===== src/rtl/pcat_pkg.sv =====
package pcat_pkg;
  typedef enum logic [1:0] {
    SRC_TICK  = 2'b00,
    SRC_TICK3 = 2'b01,
    SRC_T0    = 2'b10,
    SRC_PIN   = 2'b11
  } pcat_src_e;

  localparam int SEL_W = 2;
  localparam int CTRL_RUN_BIT = 0;
endpackage


===== src/rtl/pcat_pin_edge.sv =====
module pcat_pin_edge #(
  parameter int SYNC_STAGES = 2
) (
  input  logic clk,
  input  logic rst_n,
  input  logic pin,
  output logic fall
);
  logic [SYNC_STAGES-1:0] sync_q;
  logic                   last_q;

  generate
    for (genvar g = 0; g < SYNC_STAGES; g++) begin : g_sync
      if (g == 0) begin : g_first
        always_ff @(posedge clk) begin
          if (!rst_n) sync_q[0] <= 1'b0;
          else        sync_q[0] <= pin;
        end
      end else begin : g_next
        always_ff @(posedge clk) begin
          if (!rst_n) sync_q[g] <= 1'b0;
          else        sync_q[g] <= sync_q[g-1];
        end
      end
    end
  endgenerate

  always_ff @(posedge clk) begin
    if (!rst_n) last_q <= 1'b0;
    else        last_q <= sync_q[SYNC_STAGES-1];
  end

  // previous level high, current level low
  assign fall = last_q & ~sync_q[SYNC_STAGES-1];
endmodule


===== src/rtl/pcat_step_sel.sv =====
module pcat_step_sel
  import pcat_pkg::*;
#(
  parameter int TICK_MULT = 3,
  localparam int STEP_W = $clog2(TICK_MULT + 1)
) (
  input  pcat_src_e         sel,
  input  logic              tick,
  input  logic              t0_ovf,
  input  logic              pin_fall,
  input  logic              enable,
  output logic [STEP_W-1:0] step
);
  always_comb begin
    step = '0;
    if (enable) begin
      case (sel)
        SRC_TICK:  if (tick)     step = STEP_W'(1);
        SRC_TICK3: if (tick)     step = STEP_W'(TICK_MULT);
        SRC_T0:    if (t0_ovf)   step = STEP_W'(1);
        SRC_PIN:   if (pin_fall) step = STEP_W'(1);
        default:   step = '0;
      endcase
    end
  end
endmodule


===== src/rtl/pcat_counter.sv =====
module pcat_counter #(
  parameter int BYTE_W = 8,
  parameter int NBYTES = 2,
  parameter int STEP_W = 2,
  localparam int CNT_W = BYTE_W * NBYTES
) (
  input  logic              clk,
  input  logic              rst_n,
  input  logic [STEP_W-1:0] step,
  input  logic [NBYTES-1:0] wr_byte,
  input  logic [BYTE_W-1:0] wdata,
  output logic [CNT_W-1:0]  count,
  output logic              carry,
  output logic              upd
);
  logic [CNT_W:0] sum;

  assign sum   = {1'b0, count} + {{(CNT_W + 1 - STEP_W){1'b0}}, step};
  assign carry = (step != '0) && (wr_byte == '0) && sum[CNT_W];

  always_ff @(posedge clk) begin
    if (!rst_n) begin
      count <= '0;
      upd   <= 1'b0;
    end else begin
      upd <= (wr_byte != '0) || (step != '0);
      if (wr_byte != '0) begin
        for (int i = 0; i < NBYTES; i++)
          if (wr_byte[i]) count[i*BYTE_W +: BYTE_W] <= wdata;
      end else begin
        count <= sum[CNT_W-1:0];
      end
    end
  end
endmodule


===== src/rtl/pca_timebase.sv =====
module pca_timebase
  import pcat_pkg::*;
#(
  parameter int BYTE_W      = 8,
  parameter int NBYTES      = 2,
  parameter int TICK_MULT   = 3,
  parameter int SYNC_STAGES = 2,
  localparam int CNT_W  = BYTE_W * NBYTES,
  localparam int ADDR_W = $clog2(NBYTES + 2),
  localparam int STEP_W = $clog2(TICK_MULT + 1)
) (
  input  logic              clk,
  input  logic              rst_n,
  input  logic              mc_tick,
  input  logic              t0_ovf,
  input  logic              ext_cnt_pin,
  input  logic              core_idle,
  input  logic              reg_wr,
  input  logic [ADDR_W-1:0] reg_addr,
  input  logic [BYTE_W-1:0] reg_wdata,
  output logic [BYTE_W-1:0] reg_rdata,
  output logic [CNT_W-1:0]  count,
  output logic              cnt_step,
  output logic              ovf_flag
);
  localparam int A_CTRL = NBYTES;
  localparam int A_MODE = NBYTES + 1;
  localparam int FLAG_BIT = BYTE_W - 1;
  localparam int FRZ_BIT  = BYTE_W - 1;

  logic [NBYTES-1:0] wr_byte;
  logic              cnt_wr;
  logic              wr_ctrl, wr_mode;
  logic              run_q, frz_q;
  pcat_src_e         sel_q;
  logic              pin_fall;
  logic              cnt_en;
  logic [STEP_W-1:0] step;
  logic              carry;

  generate
    for (genvar g = 0; g < NBYTES; g++) begin : g_wdec
      assign wr_byte[g] = reg_wr && (reg_addr == ADDR_W'(g));
    end
  endgenerate

  assign cnt_wr  = |wr_byte;
  assign wr_ctrl = reg_wr && (reg_addr == ADDR_W'(A_CTRL));
  assign wr_mode = reg_wr && (reg_addr == ADDR_W'(A_MODE));

  always_ff @(posedge clk) begin
    if (!rst_n) begin
      run_q    <= 1'b0;
      frz_q    <= 1'b0;
      sel_q    <= SRC_TICK;
      ovf_flag <= 1'b0;
    end else begin
      if (wr_ctrl) run_q <= reg_wdata[CTRL_RUN_BIT];
      if (wr_mode) begin
        frz_q <= reg_wdata[FRZ_BIT];
        sel_q <= pcat_src_e'(reg_wdata[SEL_W-1:0]);
      end
      if (carry)        ovf_flag <= 1'b1;
      else if (wr_ctrl) ovf_flag <= reg_wdata[FLAG_BIT];
    end
  end

  assign cnt_en = run_q && !(core_idle && frz_q) && !cnt_wr;

  pcat_pin_edge #(.SYNC_STAGES(SYNC_STAGES)) u_edge (
    .clk  (clk),
    .rst_n(rst_n),
    .pin  (ext_cnt_pin),
    .fall (pin_fall)
  );

  pcat_step_sel #(.TICK_MULT(TICK_MULT)) u_sel (
    .sel     (sel_q),
    .tick    (mc_tick),
    .t0_ovf  (t0_ovf),
    .pin_fall(pin_fall),
    .enable  (cnt_en),
    .step    (step)
  );

  pcat_counter #(.BYTE_W(BYTE_W), .NBYTES(NBYTES), .STEP_W(STEP_W)) u_cnt (
    .clk    (clk),
    .rst_n  (rst_n),
    .step   (step),
    .wr_byte(wr_byte),
    .wdata  (reg_wdata),
    .count  (count),
    .carry  (carry),
    .upd    (cnt_step)
  );

  always_comb begin
    reg_rdata = '0;
    for (int i = 0; i < NBYTES; i++)
      if (reg_addr == ADDR_W'(i)) reg_rdata = count[i*BYTE_W +: BYTE_W];
    if (reg_addr == ADDR_W'(A_CTRL)) begin
      reg_rdata[FLAG_BIT]     = ovf_flag;
      reg_rdata[CTRL_RUN_BIT] = run_q;
    end
    if (reg_addr == ADDR_W'(A_MODE)) begin
      reg_rdata[FRZ_BIT]      = frz_q;
      reg_rdata[SEL_W-1:0]    = sel_q;
    end
  end
endmodule


===== config.mk =====
export PLATFORM = sky130hd
export DESIGN_NAME = pca_timebase
export DESIGN_NICKNAME = d
export VERILOG_FILES = /design/src/rtl/pcat_pkg.sv /design/src/rtl/pcat_pin_edge.sv /design/src/rtl/pcat_step_sel.sv /design/src/rtl/pcat_counter.sv /design/src/rtl/pca_timebase.sv
export SDC_FILE = /design/constraint.sdc
export NUM_CORES = 1
export LEC_CHECK = 0
export BUFFER_PORTS_ARGS = -buffer_cell sky130_fd_sc_hd__buf_2
export CORE_MARGIN = 8
export CORE_UTILIZATION = 55
export DETAILED_ROUTE_END_ITERATION = 10
export GPL_TIMING_DRIVEN = 1
export HOLD_SLACK_MARGIN = 0.03
export PLACE_DENSITY = 0.86
export SETUP_SLACK_MARGIN = 0.15
export SLEW_MARGIN = 20
export SYNTH_ARGS = -nofsm -noshare
export SYNTH_HDL_FRONTEND = slang
export SYNTH_HIERARCHICAL = 1
export SYNTH_SLANG_ARGS = --single-unit

===== constraint.sdc =====
create_clock -name clk -period 8 [get_ports clk]
set_input_delay 1.2 -clock clk [delete_from_list [all_inputs] [get_ports clk]]
set_output_delay 1.2 -clock clk [all_outputs]
set_load 0.005 [all_outputs]

== Word-level counts from Yosys, hierarchy flattened ==
Index checks and enable logic that the tools add are counted.

* Add/subtract/negate cells: 1
* Eq/ne operators: 8
* Mux-type cells: 17
* Bitwise logic cells: 2
* Reductions and logical operators: 19

{| class="wikitable"
|+ Operators by type and width
! kind !! count
|-
| two-way mux 8 bit || 4
|-
| adder 16 x 2 -> 17 bit || 1
|-
| two-way mux 16 bit || 1
|-
| logical AND 1 bit || 9
|-
| == test 2 bit, second input constant || 4
|-
| two-way mux 1 bit || 8
|-
| one-hot mux 2 bit (4 select lines) || 1
|-
| logical NOT 2 bit || 3
|-
| two-way mux 2 bit || 3
|-
| nonzero test 2 bit || 3
|-
| == test 2 x 1 -> 1 bit, second input constant || 2
|-
| != test 2 x 1 -> 1 bit, second input constant || 2
|-
| logical NOT 1 bit || 2
|-
| OR reduction 2 bit || 1
|-
| bitwise AND 1 bit || 1
|-
| logical OR 1 bit || 1
|-
| inverter 1 bit || 1
|}

* Register bits: 25

== Depth between registers and ports, before layout ==
* Depth in word-level cells: 10
* Depth in mapped cells: 15
* Gate-level depth less buffers: 14

== Cells and area by module ==
Netlist, hierarchy kept.

{| class="wikitable"
|+ Modules (own cells, without submodules)
! module !! instances !! cells each !! area each (um^2) !! seq. area each (um^2)
|-
| pcat_counter || 1 || 120 || 1,032.2 || 340.3
|-
| pca_timebase || 1 || 42 || 374.1 || 100.1
|-
| pcat_pin_edge || 1 || 7 || 88.8 || 60.1
|-
| pcat_step_sel || 1 || 4 || 31.3 || 0.0
|}

== Worst setup path after synthesis ==
OpenSTA, ideal clock, no wires.

* Kind: input to register
* Start point: input reg_addr[1]
* End point: register u_cnt.count[12]
* Library setup time: 130 ps
* Arrival time: 3,430 ps
* Data required time: 7,870 ps
* Path slack: 4,440 ps
* Stages: 13
* Path buffers: 1
* Cells stage by stage: buf_2 nand2b_1 nand2_1 a21oi_1 o21ai_0 a21oi_1 ha_1 inv_1 fa_1 or3b_4 nor4_2 xnor2_1 a21oi_1

* Word-level cells in the longest chain between the ends: 8
* Elaborated cells on any way between the ends: 12
* Those cells by class: add/sub: 1; eq/ne: 2; mux: 2; reduce/logical: 7

{| class="wikitable"
|+ RTL lines
! element !! RTL line !! RTL
|-
| start, declared || pca_timebase.sv:19 || <nowiki>input logic [ADDR_W-1:0] reg_addr,</nowiki>
|-
| == test 2 x 1 -> 1 bit or logical NOT 2 bit (tied branches) || pca_timebase.sv:43 || <nowiki>assign wr_byte[g] = reg_wr && (reg_addr == ADDR_W'(g));</nowiki>
|-
| logical AND 1 bit || pca_timebase.sv:43 ||
|-
| OR reduction 2 bit (*) || pca_timebase.sv:47 || <nowiki>assign cnt_wr = |wr_byte;</nowiki>
|-
| logical NOT 1 bit (*) || pca_timebase.sv:68 || <nowiki>assign cnt_en = run_q && !(core_idle && frz_q) && !cnt_wr;</nowiki>
|-
| logical AND 1 bit (*) || pca_timebase.sv:68 ||
|-
| via cnt_en || pca_timebase.sv:37 || <nowiki>logic cnt_en;</nowiki>
|-
| two-way mux 2 bit (*) || pcat_step_sel.sv:16 || <nowiki>if (enable) begin</nowiki>
|-
| via step[0] || pca_timebase.sv:38 || <nowiki>logic [STEP_W-1:0] step;</nowiki>
|-
| adder 16 x 2 -> 17 bit (*) || pcat_counter.sv:18 || <nowiki>assign sum = {1'b0, count} + {{(CNT_W + 1 - STEP_W){1'b0}}, step};</nowiki>
|-
| two-way mux 16 bit (*) || pcat_counter.sv:27 || <nowiki>if (wr_byte != '0) begin</nowiki>
|-
| end signal, assigned by index || pcat_counter.sv:29 || <nowiki>if (wr_byte[i]) count[i*BYTE_W +: BYTE_W] <= wdata;</nowiki>
|-
| end signal, assigned || pcat_counter.sv:31 || <nowiki>count <= sum[CNT_W-1:0];</nowiki>
|-
| end, declared || pcat_counter.sv:12 || <nowiki>output logic [CNT_W-1:0] count,</nowiki>
|}

The timed path passes the listed nets; every way through them passes the cells marked *.
A chain may end at the register's enable or synchronous reset.

== Worst setup path after layout ==
Ends and elaborated chain as after synthesis.

==> summary.md <==
| Metric | Value |
|---|---|
| Status | `finished clean` |
| Cells after synthesis | `173` |
| Gpl congestion | `about 0.82` |
| Gr usage total | `16.45%` |
| # Post-CTS Setup Buffers | `0` |
| Clock Pin Slew Worst Setup and Hold Paths | `around 0.14 ns` |
| CP Launch Type | `input pin` |
| Post-synth net total | `between 150 and 200` |
| RR Startpoint | `run_q` |
| Sequential share of the synthesized area | `roughly 33%` |
| DRC violations left | `0` |
| Slew at the pin closest to its max-slew limit | `0.7707 ns` |
| HP Class | `flip-flop to flip-flop` |
| Worst Path Arrival | `3.71 ns` |
| # nets final | `between 200 and 250` |
| Post-Syn Area per Cell | `8.823 um^2` |
| Largest stage delay, worst path | `about 0.45 ns` |
| #FFs+latches synth | `25` |
| Cell mode on critical path | `a21oi_1` |
| Leak Pwr | `0.7410 nW` |
| Fmax | `about 290 MHz` |
| Ys async rst share | `0%` |
| Critical Path Start | `reg_addr[1]` |
| Max-slew violations | `0` |
| Post-Place Worst Slack | `4.169 ns` |
| RSZ-0062 raised after global routing | `false` |
| Routed Antenna Nets | `0` |
| Clock Skews | `between 0.01 and 0.015 ns` |
| Critical path class | `input pin to flip-flop` |
| Min Tclk post-route | `around 3.5 ns` |
| WL final | `between 3000 and 4000 um` |
| Most common cell in the netlist | `dfxtp_1` |
| Root Driver | `clkbuf_4` |
| CTS tree | `yes` |
| Top-level I/O count | `43` |
| Drt pass-1 iters | `4` |
| Power Density | `about 130 mW/mm^2` |
| Clk_lat worst skew | `between 0.3 and 0.4 ns` |
| Synth Warn # | `6` |
| Layout area overhead | `16.48%` |
| DRT iter0 DRCs | `between 60 and 70` |
| Setup TNS | `0 ns` |
| Post-synth EDFFs | `0` |
| Final setup vio count | `0` |
| Maxcap violations | `0` |
| Pwr Total | `0.0002318 W` |
| Die extent in y | `between 60 and 70 um` |
| Vias | `about 1400` |
| Final Cycle Share | `between 40% and 50%` |
| Post-synth top area share | `roughly a third` |
| GRT overflow | `0` |
| Count of cell types in the netlist | `39` |
| Die ar. | `0.004717 mm^2` |
| Post-synth top cells | `dfxtp_1 (25), o21ai_0 (18), nor2_1 (13)` |
| Worst path required time | `around 8.2 ns` |
| Crit Path Max Fanout | `12` |
| WP buf/inv | `2` |
| WL per Instance | `15.30 um` |
| Slowest cell on crit path | `or3b_4` |
| Clock sink total | `25` |
| Final Hold Fails | `0` |
| Fin util | `66.19%` |
| Crit path max-delay family | `simple AND/OR/NAND/NOR gates` |
| Initial Util | `~57%` |
| Min-delay src | `u_edge/sync_q[0]` |
| Vias in the first global route | `~1400` |
| # port buffers | `42` |
| Hold-fix buffers at CTS | `0` |
| Primary FF master, synth | `dfxtp_1` |
| H-tree levels | `1` |
| Post-DP HPWL | `between 2000 and 3000 um` |
| Initial antenna violation count | `0` |
| Largest net degree at the start of global routing | `26` |
| Slew headroom | `48.43%` |
| Max Buffers Root-to-Sink | `2` |
| Core ar. | `0.002686 mm^2` |
| CP endpoint kind | `flip-flop` |
| Worst-path cell chain | `buf_2 -> nand2b_1 -> nand2_1 -> a21oi_1 -> o21ai_0 -> a21oi_1 -> ha_1 -> inv_1 -> fa_1 -> or3b_4 -> nor4_2 -> xnor2_1 -> a21oi_1` |
| Layout cells sized above 1 | `between 30% and 40%` |
| Yosys top cell by area | `dfxtp_1` |
| Max IR drop VDD | `roughly 0.00012 V` |
| Final WS setup | `4.500 ns` |
| Via density | `about 5.6` |
| Resized cells post-CTS | `0` |
| Ranking of synthesized cells by area | `dfxtp_1 (33%), mux2i_1 (7.9%), xnor2_1 (6.3%), o21ai_0 (5.9%), a21oi_1 (3.9%)` |
| Mapped Area | `~0.0015 mm^2` |
| Total CTS buffers | `3` |
| Chip width | `68.68 um` |
| Number of diodes | `0` |
| Std cell rows | `19` |
| Global-route wire length before repair | `6072 um` |
[power breakdown]
part / leakage (nW) / switching [W] / internal [W]
logic: 0.523 / 0.0000184 / 0.0000178
registers: 0.204 / 0.00000721 / 0.000130
clock network: 0.0139 / 0.0000391 / 0.0000191
[cells by family after synthesis]
| logic type | count (synthesis) | share of synthesized area [%] |
|---|---|---|
| buffers and inverters | 18 | 5.000 |
| adder cells (fa/ha/maj) | 3 | 2.951 |
| multiplexers | 14 | 10.82 |
| AND/OR/NAND/NOR | 65 | 28.28 |
| flip-flops | 25 | 32.79 |
| XOR/XNOR | 11 | 6.311 |
| AO/OA/AOI/OAI | 37 | 13.85 |
[metal layers]
layer  vias to the layer above  track usage [%]  part of all wire (%)  wire length [um]
li1                        692                -                     -                 -
met1                       627            19.70                    44              1630
met2                        50            27.64                    46              1731
met3                         2            5.654                   9.5               353
met4                         0            3.836                  0.43                16
met5                         -                0                     0                 0
[final timing paths]
| path | end | slack (ns) | cells after the start |
|---|---|---|---|
| worst max-delay path | u_cnt/count[12] | 4.50 | 13 |
| worst min-delay path | u_edge/sync_q[1] | 0.46 | 1 |
| worst max register to register | u_cnt/count[12] | 5.41 | 11 |
| worst min register to register | u_edge/sync_q[1] | 0.46 | 1 |
[registers in the layout (all words and copies together) (netlist names)]
name           cells
frz_q              1
sel_q              2
u_cnt/upd          1
u_cnt/count       16
ovf_flag           1
u_edge/sync_q      2
u_edge/last_q      1
run_q              1
[layout by cell type, fill, tap and decap left out, types with 2 or more instances in the layout]
| cell type | Yosys | routed |
|---|---|---|
| nor4_2 | 4 | 4 |
| o311a_1 | 2 | 2 |
| dfxtp_1 | 25 | 25 |
| nand3_1 | 4 | 4 |
| nor2_1 | 13 | 13 |
| nand2b_1 | 2 | 2 |
| xnor2_1 | 11 | 11 |
| o21ai_0 | 18 | 18 |
| nor3_1 | 5 | 5 |
| clkbuf_4 | 0 | 3 |
| and4_1 | 2 | 2 |
| mux4_2 | 2 | 2 |
| nand2_1 | 9 | 9 |
| buf_2 | 1 | 42 |
| mux2i_1 | 12 | 12 |
| ha_1 | 2 | 2 |
| nor3_2 | 3 | 3 |
| a211oi_1 | 2 | 2 |
| nor2b_1 | 5 | 5 |
| a21oi_1 | 12 | 12 |
| and2_1 | 6 | 6 |
| inv_1 | 11 | 11 |
[area by class of cell]
type | count | area (um^2)
Fill cell | 254 | 908.4
Sequential cell | 25 | 500.5
Tap cell | 31 | 38.79
Multi-Input combinational cell | 130 | 949.7
Clock inverter | 1 | 7.507
Timing Repair Buffer | 43 | 217.7
Inverter | 11 | 41.29
Clock buffer | 3 | 22.52
[metrics by stage]
step                      area, um^2  instances  hold slack [ns]
after floorplan                 1526        173           0.4057
after global placement          1748        240           0.4150
after detailed placement        1748        240           0.4144
after CTS                       1778        244           0.4580
after global routing            1778        244           0.4912
final                           1778        244           0.4570
Power figures use the tool's default switching activity.
